File: config.mk
export PLATFORM = sky130hd
export DESIGN_NAME = buzzer_gen
export DESIGN_NICKNAME = d
export VERILOG_FILES = /design/src/rtl/buzzer_pkg.sv /design/src/rtl/buzzer_regs.sv /design/src/rtl/buzzer_seq.sv /design/src/rtl/buzzer_tone.sv /design/src/rtl/buzzer_gen.sv
export SDC_FILE = /design/constraint.sdc
export NUM_CORES = 1
export LEC_CHECK = 0
export BUFFER_PORTS_ARGS = -buffer_cell sky130_fd_sc_hd__buf_2
export CAP_MARGIN = 10
export CORE_ASPECT_RATIO = 1.75
export CORE_UTILIZATION = 40
export CTS_CLUSTER_DIAMETER = 60
export DETAILED_ROUTE_END_ITERATION = 12
export PLACE_DENSITY = 0.68
export SYNTH_ARGS = -nofsm -noshare
export SYNTH_HDL_FRONTEND = slang
export SYNTH_SLANG_ARGS = --single-unit
File: constraint.sdc
create_clock -name clk -period 1.65 [get_ports clk]
set_input_delay 0.2475 -clock clk [delete_from_list [all_inputs] [get_ports clk]]
set_output_delay 0.2475 -clock clk [all_outputs]
set_load 0.01 [all_outputs]
File: src/rtl/buzzer_pkg.sv
package buzzer_pkg;

  typedef enum logic [1:0] {
    MODE_NORMAL   = 2'd0,
    MODE_ONESHOT  = 2'd1,
    MODE_ENVELOPE = 2'd2,
    MODE_RSVD     = 2'd3
  } bz_mode_e;

  localparam logic [1:0] ADR_GATE = 2'd0;
  localparam logic [1:0] ADR_CTRL = 2'd1;
  localparam logic [1:0] ADR_FREQ = 2'd2;
  localparam logic [1:0] ADR_DUTY = 2'd3;

  localparam int TONE_PHASES = 16;
  localparam int VOL_LEVELS  = 8;
  localparam int PH_W        = $clog2(TONE_PHASES) + 1;
  localparam int LVL_W       = $clog2(VOL_LEVELS);

  // interval length in clock cycles for interval select code
  function automatic int unsigned step_ticks(int unsigned base, logic [1:0] tsel);
    return base << tsel;
  endfunction

  // number of high phases for a software duty code
  function automatic logic [PH_W-1:0] duty_high(logic [LVL_W-1:0] d);
    return PH_W'(d) + PH_W'(1);
  endfunction

  // number of high phases for an envelope level index (0 = loudest)
  function automatic logic [PH_W-1:0] level_high(logic [LVL_W-1:0] idx);
    return PH_W'(VOL_LEVELS) - PH_W'(idx);
  endfunction

endpackage

File: src/rtl/buzzer_regs.sv
module buzzer_regs
  import buzzer_pkg::*;
#(
  parameter int FREQ_W = 8
) (
  input  logic              clk,
  input  logic              rst_n,
  input  logic              we,
  input  logic [1:0]        addr,
  input  logic [7:0]        wdata,
  output logic [7:0]        rdata,
  input  logic              en_clear,
  output logic              gate_on,
  output logic [1:0]        tsel,
  output bz_mode_e          mode,
  output logic              en,
  output logic [FREQ_W-1:0] freq,
  output logic [LVL_W-1:0]  duty
);

  logic ctrl_wr;
  assign ctrl_wr = we && (addr == ADR_CTRL);

  always_ff @(posedge clk or negedge rst_n) begin
    if (!rst_n) begin
      gate_on <= 1'b0;
      tsel    <= 2'd0;
      mode    <= MODE_NORMAL;
      en      <= 1'b0;
      freq    <= '0;
      duty    <= '0;
    end else begin
      if (en_clear) en <= 1'b0;
      if (we) begin
        case (addr)
          ADR_GATE: gate_on <= wdata[0];
          ADR_CTRL: begin
            tsel <= wdata[5:4];
            mode <= bz_mode_e'(wdata[3:2]);
            en   <= wdata[0];
          end
          ADR_FREQ: freq <= wdata[FREQ_W-1:0];
          default:  duty <= wdata[LVL_W-1:0];
        endcase
      end
    end
  end

  always_comb begin
    rdata = 8'h00;
    case (addr)
      ADR_GATE: rdata[0] = gate_on;
      ADR_CTRL: rdata = {2'b00, tsel, mode, 1'b0, en};
      ADR_FREQ: rdata[FREQ_W-1:0] = freq;
      default:  rdata[LVL_W-1:0] = duty;
    endcase
  end

  // the sequencer's end-of-burst pulse clears enable unless software writes control
  p_oneshot_autoclear_r7: assert property (@(posedge clk) disable iff (!rst_n)
    (en_clear && !ctrl_wr) |=> !en);

endmodule

File: src/rtl/buzzer_seq.sv
module buzzer_seq
  import buzzer_pkg::*;
#(
  parameter int BASE_TICKS = 512
) (
  input  logic             clk,
  input  logic             rst_n,
  input  logic             ce,
  input  logic             en,
  input  bz_mode_e         mode,
  input  logic [1:0]       tsel,
  output logic             armed,
  output logic [LVL_W-1:0] lvl,
  output logic             step_tick,
  output logic             expire
);

  localparam int TW = $clog2(BASE_TICKS * 8);
  localparam logic [LVL_W-1:0] LAST_LVL = LVL_W'(VOL_LEVELS - 1);

  logic [TW-1:0] timer;
  logic [TW-1:0] limit;
  logic          runnable;

  assign limit     = TW'(step_ticks(BASE_TICKS, tsel) - 1);
  assign runnable  = en && (mode != MODE_RSVD);
  assign step_tick = ce && armed && runnable && (timer == limit);
  assign expire    = step_tick && (mode == MODE_ONESHOT);

  always_ff @(posedge clk or negedge rst_n) begin
    if (!rst_n) begin
      armed <= 1'b0;
      timer <= '0;
      lvl   <= '0;
    end else if (ce) begin
      if (!runnable) begin
        armed <= 1'b0;
        timer <= '0;
        lvl   <= '0;
      end else if (!armed) begin
        armed <= 1'b1;
        timer <= '0;
        lvl   <= '0;
      end else if (timer == limit) begin
        timer <= '0;
        if (mode == MODE_ENVELOPE && lvl != LAST_LVL) lvl <= lvl + 1'b1;
      end else begin
        timer <= timer + 1'b1;
      end
    end
  end

  // an interval boundary in envelope mode advances the level by exactly one
  p_level_step_r9: assert property (@(posedge clk) disable iff (!rst_n)
    (step_tick && mode == MODE_ENVELOPE && lvl != LAST_LVL) |=> (lvl == $past(lvl) + 1'b1));

  // the level never moves without an interval boundary while running
  p_level_hold_r9: assert property (@(posedge clk) disable iff (!rst_n)
    (armed && runnable && ce && !step_tick) |=> (lvl == $past(lvl)));

  // dropping enable disarms the sequencer at the next active edge
  p_disarm_r4: assert property (@(posedge clk) disable iff (!rst_n)
    (ce && !en) |=> !armed);

  // interval timer never runs past the selected limit while tsel is steady
  p_timer_bound_r6: assert property (@(posedge clk) disable iff (!rst_n)
    (armed && $stable(tsel)) |-> (timer <= limit));

endmodule

File: src/rtl/buzzer_tone.sv
module buzzer_tone
  import buzzer_pkg::*;
#(
  parameter int FREQ_W = 8
) (
  input  logic              clk,
  input  logic              rst_n,
  input  logic              run,
  input  logic [FREQ_W-1:0] freq,
  input  logic [PH_W-1:0]   high_ph,
  output logic              wave
);

  localparam int CW = $clog2(TONE_PHASES);

  logic [FREQ_W-1:0] pre;
  logic [CW-1:0]     phase;
  logic              pre_wrap;

  assign pre_wrap = (pre >= freq);
  assign wave     = ({1'b0, phase} < high_ph);

  always_ff @(posedge clk or negedge rst_n) begin
    if (!rst_n) begin
      pre   <= '0;
      phase <= '0;
    end else if (!run) begin
      pre   <= '0;
      phase <= '0;
    end else if (pre_wrap) begin
      pre   <= '0;
      phase <= phase + 1'b1;
    end else begin
      pre <= pre + 1'b1;
    end
  end

  // a fresh tone always begins in the high part of the frame
  p_wave_start_r5: assert property (@(posedge clk) disable iff (!rst_n)
    ($rose(run) && high_ph != '0) |-> wave);

  // the phase only advances at the end of a prescaler run
  p_phase_pace_r5: assert property (@(posedge clk) disable iff (!rst_n)
    (run && !pre_wrap) |=> ($stable(phase) || !run));

endmodule

File: src/rtl/buzzer_gen.sv
module buzzer_gen
  import buzzer_pkg::*;
#(
  parameter int BASE_TICKS = 512,
  parameter int FREQ_W     = 8
) (
  input  logic       clk,
  input  logic       rst_n,
  input  logic       reg_we,
  input  logic [1:0] reg_addr,
  input  logic [7:0] reg_wdata,
  output logic [7:0] reg_rdata,
  output logic       bz_out,
  output logic       bz_out_n
);

  logic              gate_on;
  logic [1:0]        tsel;
  bz_mode_e          mode;
  logic              en;
  logic [FREQ_W-1:0] freq;
  logic [LVL_W-1:0]  duty;
  logic              armed;
  logic [LVL_W-1:0]  lvl;
  logic              step_tick;
  logic              expire;
  logic              active;
  logic              wave;
  logic [PH_W-1:0]   high_ph;

  buzzer_regs #(.FREQ_W(FREQ_W)) u_regs (
    .clk      (clk),
    .rst_n    (rst_n),
    .we       (reg_we),
    .addr     (reg_addr),
    .wdata    (reg_wdata),
    .rdata    (reg_rdata),
    .en_clear (expire),
    .gate_on  (gate_on),
    .tsel     (tsel),
    .mode     (mode),
    .en       (en),
    .freq     (freq),
    .duty     (duty)
  );

  buzzer_seq #(.BASE_TICKS(BASE_TICKS)) u_seq (
    .clk       (clk),
    .rst_n     (rst_n),
    .ce        (gate_on),
    .en        (en),
    .mode      (mode),
    .tsel      (tsel),
    .armed     (armed),
    .lvl       (lvl),
    .step_tick (step_tick),
    .expire    (expire)
  );

  assign high_ph = (mode == MODE_ENVELOPE) ? level_high(lvl) : duty_high(duty);
  assign active  = gate_on && en && armed && (mode != MODE_RSVD);

  buzzer_tone #(.FREQ_W(FREQ_W)) u_tone (
    .clk     (clk),
    .rst_n   (rst_n),
    .run     (active),
    .freq    (freq),
    .high_ph (high_ph),
    .wave    (wave)
  );

  assign bz_out   = active && wave;
  assign bz_out_n = active && !wave;

  // the pair is never high together
  p_pair_exclusive_r4: assert property (@(posedge clk) disable iff (!rst_n)
    !(bz_out && bz_out_n));

  // a closed gate keeps both outputs quiet
  p_gate_quiet_r3: assert property (@(posedge clk) disable iff (!rst_n)
    !gate_on |-> (!bz_out && !bz_out_n));

  // reserved mode is silent
  p_rsvd_quiet_r10: assert property (@(posedge clk) disable iff (!rst_n)
    (mode == MODE_RSVD) |-> (!bz_out && !bz_out_n));

  // a one-shot end pulse is followed by silence
  p_burst_end_r7: assert property (@(posedge clk) disable iff (!rst_n)
    (expire && !reg_we) |=> (!bz_out && !bz_out_n));

endmodule

; ---- After elaboration in Yosys (flattened, before gate mapping)
; Cells that the tools add are included.
[word_totals]
reg_bits = 45
latchBits = 0
ram_bits = 0
romBits = 0
out_inout_bits = 10
wordCells = 70
memories = 0
[op_classes]
addsub = 7
multipliers = 0
div_mod_pow = 0
n_lt_le_gt_ge = 2
eq_ne = 10
shifts = 1
muxes = 19
n_bitwise = 1
reduce_logical = 19
[op_table]
columns = cell, n
row1 = $mux 12, 3
row2 = $mux 8, 2
row3 = $add 12x1->12 const B, 1
row4 = $eq 12x12->1, 1
row5 = $mux 3, 4
row6 = $shl 10x2->12 const A, 1
row7 = $sub 12x1->12 const B, 1
row8 = $logic_and 1x1->1, 11
row9 = $pmux 5 s2, 1
row10 = $ne 3x3->1 const B, 3
row11 = $add 8x1->8 const B, 1
row12 = $ge 8x8->1, 1
row13 = $mux 4, 2
row14 = $reduce_and 2->1, 4
row15 = $pmux 2 s3, 1
row16 = $lt 4x5->1, 1
row17 = $mux 5, 1
row18 = $sub 4x3->5 const A, 1
row19 = $add 3x1->4 const B, 1
row20 = $add 4x1->4 const B, 1
row21 = $eq 2x1->1 const B, 2
row22 = $eq 2x2->1 const B, 2
row23 = $mux 1, 4
row24 = $add 3x1->3 const B, 1
row25 = 8 further kinds, 8

; ---- Longest topological paths before layout
; Gate-level depths: netlist (run 1).
[logic_depth]
ltp_word = 8
ltp_mapped = 9
ltp_nobuf = 9

; ---- Modules after synthesis
; A second synthesis (run 1) with hierarchy kept.
[unflattened]
cells_unflattened = 281
hier_area_um2 = 2874.0
[by_module_without_submodules]
columns = mod, instances, cells_per_inst, area_per_inst_um2, seq_area_each_um2
row1 = buzzer_seq, 1, 95, 959.7, 400.4
row2 = buzzer_tone, 1, 104, 949.7, 300.3
row3 = buzzer_regs, 1, 63, 812.0, 425.4
row4 = buzzer_gen, 1, 19, 152.6, 0.0

; ---- Worst setup path after synthesis (run 1)
; Ideal clock, no wire load.
[synth_path]
path_type = flip-flop to output port
startpoint = register u_regs.mode[0]
endpoint = output port bz_out
t_arrival_ps = 1664
required_ps = 1402
path_slack_ps = -262
stages_incl_launch_ff = 8
path_cell_list = dfrtp_1 nand2b_1 clkbuf_1 nor4_1 a41oi_1 ha_1 a21o_1 nor3_1
[synth_via]
elab_chain_cells = 4
word_cells_on_any_way = 6
[synth_lines]
columns = element, line_no
row1 = start: declaration, buzzer_regs.sv:15  ; output bz_mode_e mode,
row2 = start signal: assignment, buzzer_regs.sv:39  ; mode <= bz_mode_e'(wdata[3:2]);
row3 = $eq 2x2->1, buzzer_gen.sv:60  ; assign high_ph = (mode == MODE_ENVELOPE) ? level_high(lvl) : duty_high(duty);
row4 = $mux 5, buzzer_gen.sv:60
row5 = $lt 4x5->1, buzzer_tone.sv:21  ; assign wave = ({1'b0, phase} < high_ph);
row6 = $logic_and 1x1->1 (*), buzzer_gen.sv:72  ; assign bz_out = active && wave;
row7 = end: declaration, buzzer_gen.sv:13  ; output logic bz_out,
; Every way passes the cells marked *; elsewhere a longest branch is shown, timed or not.

; ---- Worst setup path after layout (run 1)
[layout_path]
startpoint = register u_seq.lvl[0]
endpoint = output port bz_out_n
[layout_via]
elab_chain_cells = 5
[layout_lines]
columns = element, line_no
row1 = start: declaration, buzzer_seq.sv:13  ; output logic [LVL_W-1:0] lvl,
row2 = start signal: assignment, buzzer_seq.sv:46  ; if (mode == MODE_ENVELOPE && lvl != LAST_LVL) lvl <= lvl + 1'b1;
row3 = $sub 4x3->5, buzzer_pkg.sv:32  ; return PH_W'(VOL_LEVELS) - PH_W'(idx);
row4 = $mux 5, buzzer_gen.sv:60
row5 = $lt 4x5->1, buzzer_tone.sv:21
row6 = $logic_not 1->1, buzzer_gen.sv:73  ; assign bz_out_n = active && !wave;
row7 = $logic_and 1x1->1, buzzer_gen.sv:73
row8 = end: declaration, buzzer_gen.sv:14  ; output logic bz_out_n
; Every way passes these cells.

==> results of run 1 <==
-- sequential cells by signal (all words and copies together) (netlist names) --
| name | flops |
|---|---|
| u_regs.duty | 3 |
| u_seq.timer | 12 |
| u_seq.armed | 1 |
| u_regs.mode | 2 |
| u_tone.pre | 8 |
| u_tone.phase | 4 |
| u_regs.en | 1 |
| u_regs.gate_on | 1 |
| u_regs.tsel | 2 |
| u_regs.freq | 8 |
| u_seq.lvl | 3 |
-- Yosys cell counts (all sizes together), types with 2 or more instances --
cell	number	area share
nand2b	4	0.0093
a22oi	4	0.011
and3	7	0.016
nand3	11	0.020
a31oi	4	0.0093
xor2	8	0.026
mux2i	8	0.030
and2	5	0.012
o22ai	2	0.0046
inv	17	0.024
nor3b	2	0.0056
a21o	2	0.0056
a21oi	9	0.017
nor3	2	0.0037
nand2	28	0.039
a211o	3	0.0098
a22o	2	0.0065
nand4	7	0.016
or2	2	0.0046
clkbuf	6	0.0084
dfrtp	45	0.42
ha	23	0.11
nor4	2	0.0070
mux2	18	0.077
or3	3	0.0070
o21ai	10	0.020
nor2b	3	0.0070
nor2	15	0.021
o21a	2	0.0056
xnor2	5	0.016
-- routing by layer --
layer  global-route usage  wire length [um]
met3               0.0351               146
met2                0.388              3900
met1                0.191              2450
met4                0.112               269
met5                    0                 0
-- worst paths after layout --
path / startpoint / to / slack [ps] / depth (start not counted)
min in group asynchronous: rst_n / u_seq.timer[2] / 450 / 3
worst max register to register: u_regs.tsel[0] / u_seq.lvl[0] / -240 / 5
worst min-delay path: reg_wdata[6] / u_regs.freq[6] / 190 / 2
max in group asynchronous: rst_n / u_regs.gate_on / 940 / 3
worst max-delay path: u_seq.lvl[0] / bz_out_n / -600 / 7
worst min register to register: u_seq.armed / u_seq.armed / 530 / 1
-- area by class of cell --
| class | instances | area, um2 |
|---|---|---|
| Fill cell | 546 | 2660 |
| Tap cell | 82 | 103 |
| Multi-Input combinational cell | 199 | 1790 |
| Sequential cell | 45 | 1130 |
| Inverter | 17 | 63.8 |
| Timing Repair Buffer | 82 | 603 |
| Clock inverter | 3 | 21.3 |
| Clock buffer | 5 | 125 |
-- cells by family (layout without fill, tap and decap cells) --
| group | after synthesis | after routing | synth area share |
|---|---|---|---|
| flip-flops | 45 | 45 | 0.418 |
| multiplexers | 26 | 26 | 0.106 |
| AND/OR/NAND/NOR | 91 | 91 | 0.169 |
| buffers and inverters | 24 | 107 | 0.0339 |
| adder cells (fa/ha/maj) | 23 | 23 | 0.107 |
| AO/OA/AOI/OAI | 46 | 46 | 0.123 |
| XOR/XNOR | 13 | 13 | 0.0423 |
-- metrics by stage --
step	worst slack, ps	utilization	power (W)
after floorplan	-141	-	0.00173
after global placement	-232	0.502	0.00204
after detailed placement	-247	0.502	0.00206
after CTS	-533	0.547	0.00313
after global routing	-671	0.590	0.00338
final	-599	0.590	0.00321
-- report_power, final --
group / internal [W] / leakage (nW) / switching (W) / total (W)
clock network: 0.000564 / 0.0702 / 0.000441 / 0.00101
registers: 0.00120 / 0.590 / 0.0000762 / 0.00128
logic: 0.000459 / 1.14 / 0.000474 / 0.000933
-- placed cells by master (no fill, tap or decap), types with 5 or more instances in the layout --
master	count
buf_4	53
dfrtp_1	43
nand2_1	25
buf_2	22
ha_1	19
inv_1	17
mux2_2	17
nand3_1	9
xor2_1	8
mux2i_1	8
nor2_2	7
nand4_1	7
and3_1	6
nor2_1	6
a21oi_2	6
and2_1	5
o21ai_0	5
xnor2_1	5
clkbuf_16	5
-- timing repair --
action                                  CTS  global route
setup buffers                             8             7
pin swaps                                 9            29
hold endpoints to repair                 45             0
cloned                                    1             0
hold buffers                              1             0
resized for setup                        21            42
endpoints found under the setup margin   29            31
==> impl_metrics.json, run 1 <==
{
  "final.setup.tns_ps": -5010,
  "worst_pin_slew_ps": 413,
  "synth_area_mm2": 0.00269,
  "clk_pin_slew_worst_paths_ps": 70,
  "timing.hold.ws_ps": 188,
  "worstPathBufferInverterCount": 2,
  "slew-limit-headroom": 0.721,
  "crit_fanout": 4,
  "ys_ff_latch": 45,
  "grt_max_degree": 46,
  "cp_slowest_cell": "dfrtp_1",
  "ys_seq_area_frac": 0.418,
  "antenna_cells": 0,
  "async_reset_ff_frac": 1.00,
  "cts_max_level": 2,
  "ys.flop_type": "dfrtp_1",
  "cp-start-kind": "register",
  "slowest_delay_ps": 410,
  "drtIter0Drc": 70,
  "cts_max_path_buffers": 2,
  "dpl-instance-area_mm2": 0.00326,
  "drcViolationCount": 0,
  "synth_edf_count": 0,
  "ir_drop_mv": 0.692,
  "io-pin-count": 23,
  "hpwlAfterDp_um": 4810,
  "area_delta_synth_final_pct": 42.3,
  "first_pass_iters": 4,
  "fmax_ghz": 0.445,
  "synth_cell_type_count": 42,
  "p_leak_nw": 1.80,
  "maxCapViolCount": 0,
  "maxSlewViolCount": 0,
  "place.gp.congestion": 0.846,
  "drt_wl_total_um": 6770,
  "cts_tree": "yes",
  "start_util": 0.415,
  "design_area_mm2": 0.00383,
  "cp_data_arrival_time_ps": 2000,
  "die_h_um": 111,
  "cp.required_ps": 1400,
  "grtUsageTotal": 0.202,
  "fp.coreArea_mm2": 0.00649,
  "setup_viol": 29,
  "yosysWarnings": 0,
  "dpl.cell_count": 410,
  "status": "finished with violations",
  "hold_path.class": "input pin to register",
  "clock-root-buffer": "clkbuf_16",
  "rsz0062_at_grt": "true",
  "syn-num-nets": 304,
  "instances_no_fill": 433,
  "num_vias": 2325,
  "avgSynthCellArea_um2": 10.0,
  "viasPerCell": 5.37,
  "fin_crit_ps": 2250,
  "cp-end-kind": "output pin",
  "violations": "setup timing",
  "grt_pass1_wl_um": 11000,
  "die_x_um": 64.0,
  "cts_buffers": 5,
  "skew_ps": 5.87,
  "rows": 39,
  "layout.nets": 386,
  "critical_path_class": "register to output pin",
  "clkLatencyLatePin_ps": 290,
  "path_delay_family": "compound AO/OA/AOI/OAI gates",
  "dieArea_mm2": 0.00707,
  "fin_ws_ps": -599,
  "grt_pass1_vias": 2524,
  "cts_sinks": 45,
  "p_per_area_mw_per_mm2": 839,
  "crit_chain": "buf_4, nor4_4, a41oi_2, ha_1, a21o_1, o21a_1, buf_2",
  "wl_per_cell_um": 15.6,
  "drive_above_1_share": 0.439,
  "post-route-period-util": 1.36,
  "antenna_found_initial": 0,
  "antenna_left": 0,
  "hold_violations": 0,
  "synthCells": 268,
  "portBuffers": 22,
  "overflow": 0
}
No activity file was read; power rests on OpenSTA's default activity.
==> run 2: changes to the inputs <==
Settings changed: GPL_TIMING_DRIVEN set to 0, SYNTH_HIERARCHICAL set to 1.
==> run 2 against run 1 <==
  * The flow still finishes with violations (setup timing)
  * Clock power barely moved
  * Non-clock buffer count is 28 lower
  * Cell count is 2.3% lower
  * Total power rose by 5.2%
  * Core utilization fell by 3.9 points
  * Largest power group unchanged
  * Synthesized area is 6.6% higher
  * Global-route usage increased by 0.13 points
==> impl_metrics.json, run 2 <==
{
  "cp-end-kind": "output pin",
  "crit_fanout": 2,
  "wl_met3_um": 198,
  "io-pin-count": 23,
  "die_h_um": 114,
  "avgSynthCellArea_um2": 10.3,
  "cts_buffers": 5,
  "dpl.cell_count": 386,
  "setup_viol": 17,
  "reg_top3": "u_seq/timer: 12 flops, u_regs/freq: 8 flops, u_tone/pre: 8 flops",
  "status": "finished with violations",
  "area_delta_synth_final_pct": 32.5,
  "slew-limit-headroom": 0.311,
  "die_x_um": 66.0,
  "maxSlewViolCount": 0,
  "wl_per_cell_um": 17.3,
  "maxCapViolCount": 0,
  "cts_tree": "yes",
  "cts_max_level": 2,
  "antenna_left": 0,
  "hold_violations": 0,
  "viasPerCell": 5.70,
  "cp.required_ps": 1400,
  "slowest_delay_ps": 390,
  "worstPathBufferInverterCount": 3,
  "rrSetupSlack_ps": -230,
  "top_layer": "met4",
  "hold_path.class": "input pin to asynchronous set/reset pin",
  "final_common_cell": "dfrtp_1",
  "violations": "setup timing",
  "portBuffers": 22,
  "design_area_mm2": 0.00380,
  "start_util": 0.416,
  "crit_chain": "inv_2, ha_4, xor2_1, mux2i_1, inv_1, ha_4, a211oi_2, or3_4, a211oi_2, buf_2",
  "cp_slowest_cell": "dfrtp_1",
  "grt_max_degree": 46,
  "antenna_cells": 0,
  "cts_max_path_buffers": 2,
  "p_per_area_mw_per_mm2": 889,
  "cp-start-kind": "register",
  "largest_reg_flops": 12,
  "rr_endpoint": "u_regs/en",
  "worst_pin_slew_ps": 1030,
  "post-route-period-util": 1.57,
  "grt_pass1_vias": 2460,
  "final_cell_mix": "dfrtp_1 (40), buf_4 (27), buf_2 (23)",
  "fmax_ghz": 0.387,
  "first_pass_iters": 4,
  "synthCells": 280,
  "critical_path_class": "register to output pin",
  "grt_pass1_wl_um": 11500,
  "largest_register": "u_seq/timer",
  "drive_above_1_share": 0.422,
  "r2r-start": "u_regs/tsel[0]",
  "place.gp.congestion": 0.821,
  "cts_sinks": 45,
  "synth_area_mm2": 0.00287,
  "p_leak_nw": 1.68,
  "overflow": 0,
  "antenna_found_initial": 0,
  "yosysWarnings": 6,
  "met2WireLength_um": 4320,
  "drtIter0Drc": 106,
  "ir_drop_mv": 0.600,
  "num_vias": 2410,
  "hpwlAfterDp_um": 4860,
  "syn-num-nets": 315,
  "n_fill_cell": 604,
  "dieArea_mm2": 0.00753,
  "reg2reg_depth": 6,
  "path_delay_family": "adder cells",
  "fin_ws_ps": -932,
  "clk_pin_slew_worst_paths_ps": 70,
  "rsz0062_at_grt": "true",
  "skew_ps": 2.87,
  "fin_crit_ps": 2580,
  "grtUsageTotal": 0.203,
  "rows": 40,
  "fp.coreArea_mm2": 0.00691,
  "layout.nets": 373,
  "power_w": 0.00338,
  "drcViolationCount": 0,
  "dpl-instance-area_mm2": 0.00310,
  "instances_no_fill": 423,
  "cp_data_arrival_time_ps": 2330,
  "wl_met1_um": 2590,
  "drt_wl_total_um": 7330,
  "clock-root-buffer": "clkbuf_16",
  "clkLatencyLatePin_ps": 290
}
-- run 2: timing repair --
action                                  CTS  global route
endpoints found under the setup margin   28            29
pin swaps                                17            18
setup buffers                            18            12
hold buffers                              0             0
resized for setup                        27            37
-- run 2: layer usage --
layer  up-vias  track usage
li1       1144            -
met2        47        0.397
met1      1200        0.196
met5         -            0
met4         0       0.0936
met3        19       0.0339
-- run 2: per-stage QoR --
stage / hold slack (ps) / setup TNS [ps] / setup WS, ps / util
after floorplan: -48.1 / -790 / -337 / -
after global routing: 196 / -5620 / -1020 / 0.551
after detailed placement: 487 / -6280 / -832 / 0.448
final: 138 / -4080 / -932 / 0.551
after CTS: 176 / -5720 / -958 / 0.510
after global placement: 477 / -5610 / -785 / 0.448
-- run 2: worst max-delay path by stage --
stage / end / cells past startpoint / startpoint
2_1_floorplan: bz_out_n / 7 / u_seq/lvl[1]
5_1_grt: bz_out / 11 / u_seq/lvl[0]
3_3_place_gp: bz_out / 11 / u_seq/lvl[0]
6_report: bz_out_n / 10 / u_seq/lvl[1]
4_1_cts: bz_out_n / 10 / u_seq/lvl[1]
3_5_place_dp: bz_out / 10 / u_regs/mode[1]
-- run 2: cell type report --
cell class	instances	area, um2	share of cell area
Clock inverter	3	21.3	0.00559
Inverter	21	81.3	0.0214
Buffer	3	20.0	0.00526
Clock buffer	5	125	0.0329
Timing Repair Buffer	51	352	0.0924
Tap cell	84	105	0.0276
Multi-Input combinational cell	211	1970	0.517
Sequential cell	45	1130	0.298
-- run 2: report_power, final --
part           internal [W]  total (W)  switching, W  leakage (nW)
Combinational      0.000503    0.00103      0.000528          1.03
Sequential          0.00121    0.00134      0.000134         0.584
Clock              0.000564    0.00100      0.000441        0.0702
==> run 3: changes to the inputs <==
==> constraint.sdc (replaced) <==
create_clock -name clk -period 1.65 [get_ports clk]
set_input_delay 0.2475 -clock clk [delete_from_list [all_inputs] [get_ports clk]]
set_output_delay 0.2475 -clock clk [all_outputs]
set_load 0.02 [all_outputs]
==> run 3 against run 2 <==
  * The flow still finishes with violations (setup timing)
  * Combinational power about the same
  * Cell count up 0.47%
  * First-iteration DRC count down 7.5%
  * Core utilization up 0.98 points
  * Cell area up 1.8%
  * Sequential power about the same
  * Critical path type unchanged
  * Flip-flop and latch count unchanged
  * Worst setup slack worse by 160 ps
  * Global-route usage down 0.082 points
  * Total power up 5.7%
==> impl_metrics.json, run 3 (synthesis results as in run 2) <==
{
  "drive_above_1_share": 0.428,
  "hold_violations": 0,
  "layout.nets": 375,
  "drt_wl_total_um": 7390,
  "first_pass_iters": 4,
  "drcViolationCount": 0,
  "largest_register": "u_seq/timer",
  "cp_data_arrival_time_ps": 2490,
  "largest_reg_flops": 12,
  "fin_crit_ps": 2740,
  "hold_path.class": "input pin to asynchronous set/reset pin",
  "setup.worst_path.start": "u_regs/duty[1]",
  "dpl.cell_count": 386,
  "final.setup.tns_ps": -4490,
  "multi_input_area_mm2": 0.00196,
  "n_fill_cell": 576,
  "instances_no_fill": 425,
  "grt_pass1_vias": 2519,
  "overflow": 0,
  "fin_ws_ps": -1090,
  "hpwlAfterDp_um": 4920,
  "reg2reg_depth": 6,
  "grt_pass1_wl_um": 11500,
  "setup_viol": 24,
  "status": "finished with violations",
  "cp-end-kind": "output pin",
  "post-route-period-util": 1.66,
  "cp-start-kind": "register",
  "ir_drop_mv": 0.801,
  "grtUsageTotal": 0.202,
  "area_delta_synth_final_pct": 34.9,
  "start_util": 0.416,
  "fmax_ghz": 0.365,
  "rrSetupSlack_ps": -240,
  "antenna_found_initial": 0,
  "critical_path_class": "register to output pin",
  "io-pin-count": 23,
  "place.gp.congestion": 0.804,
  "cts_max_path_buffers": 2,
  "viasPerCell": 5.72,
  "final_cell_mix": "dfrtp_1 (38), buf_4 (25), buf_2 (20)",
  "r2r-start": "u_seq/timer[11]",
  "rr_endpoint": "u_regs/en",
  "crit_end": "bz_out",
  "violations": "setup timing",
  "cp.required_ps": 1400,
  "cts_tree": "yes",
  "antenna_cells": 0,
  "cts_buffers": 5,
  "skew_ps": 4.17,
  "dieArea_mm2": 0.00753,
  "area.sequential_mm2": 0.00113,
  "slew-limit-headroom": 0.312,
  "clkLatencyLatePin_ps": 290,
  "clock-root-buffer": "clkbuf_16",
  "antenna_left": 0,
  "rows": 40,
  "p_leak_nw": 1.71,
  "portBuffers": 22,
  "worst_pin_slew_ps": 1030,
  "final_common_cell": "dfrtp_1",
  "maxSlewViolCount": 0,
  "num_vias": 2432,
  "wl_per_cell_um": 17.4,
  "clk_pin_slew_worst_paths_ps": 60,
  "die_x_um": 66.0,
  "p_per_area_mw_per_mm2": 923,
  "cts_sinks": 45,
  "fp.coreArea_mm2": 0.00691,
  "rsz0062_at_grt": "true",
  "drtIter0Drc": 98,
  "die_h_um": 114,
  "maxCapViolCount": 0,
  "cts_max_level": 2,
  "grt_max_degree": 46,
  "crit_fanout": 4,
  "reg_top3": "u_seq/timer: 12 flops, u_regs/freq: 8 flops, u_tone/pre: 8 flops"
}
## run 3: critical path, stage by stage (launching register included)
cell,delay [ps]
dfrtp_1,420
ha_1,290
mux2_4,250
inv_1,60
ha_1,220
a21o_1,180
a211oi_2,220
or3_4,160
inv_1,60
a211oi_4,210
buf_6,140
## run 3: how the worst min path moves through the flow
stage | start | end | slack [ps] | depth (start not counted)
2_1_floorplan | rst_n | u_regs/duty[0] | -50 | 0
3_3_place_gp | rst_n | u_seq/timer[7] | 480 | 1
3_5_place_dp | rst_n | u_seq/timer[7] | 490 | 1
4_1_cts | rst_n | u_regs/freq[6] | 180 | 1
5_1_grt | reg_wdata[7] | u_regs/freq[7] | 190 | 2
6_report | rst_n | u_seq/timer[7] | 140 | 1
## run 3: per-layer routing
layer,share of wire,up-vias,global-route usage
li1,-,1146,-
met1,0.36,1214,0.198
met2,0.57,49,0.378
met3,0.032,23,0.0428
met4,0.036,0,0.111
met5,0,-,0
## run 3: timing repair
item	CTS	global route
setup endpoints to repair	28	30
buffers inserted	24	7
resized for setup	45	30
hold buffers	0	0
pin swaps	29	20
## run 3: area by class of cell
type,count,area share
flip-flops and latches,45,0.293
clock inverters,1,0.00776
repair buffers,53,0.101
plain buffers,3,0.00614
well taps,84,0.0271
multi-input cells,211,0.507
inverters,21,0.0204
clock buffers,7,0.0368
## run 3: metrics by stage
stage	total power [W]	instance area [um2]	util	setup slack, ps	hold slack [ps]
floorplan	0.00187	2900	-	-392	-48.1
global placement	0.00206	3120	0.451	-920	481
detailed placement	0.00209	3120	0.451	-947	486
CTS	0.00350	3700	0.535	-1020	179
global route	0.00373	3870	0.561	-1140	190
finish	0.00357	3870	0.561	-1090	141
## run 3: power by group
part | switching, W | internal (W) | leakage [nW]
Sequential | 0.000131 | 0.00121 | 0.580
Combinational | 0.000557 | 0.000500 | 1.05
Clock | 0.000417 | 0.000757 | 0.0841
Total | 0.00111 | 0.00247 | 1.71
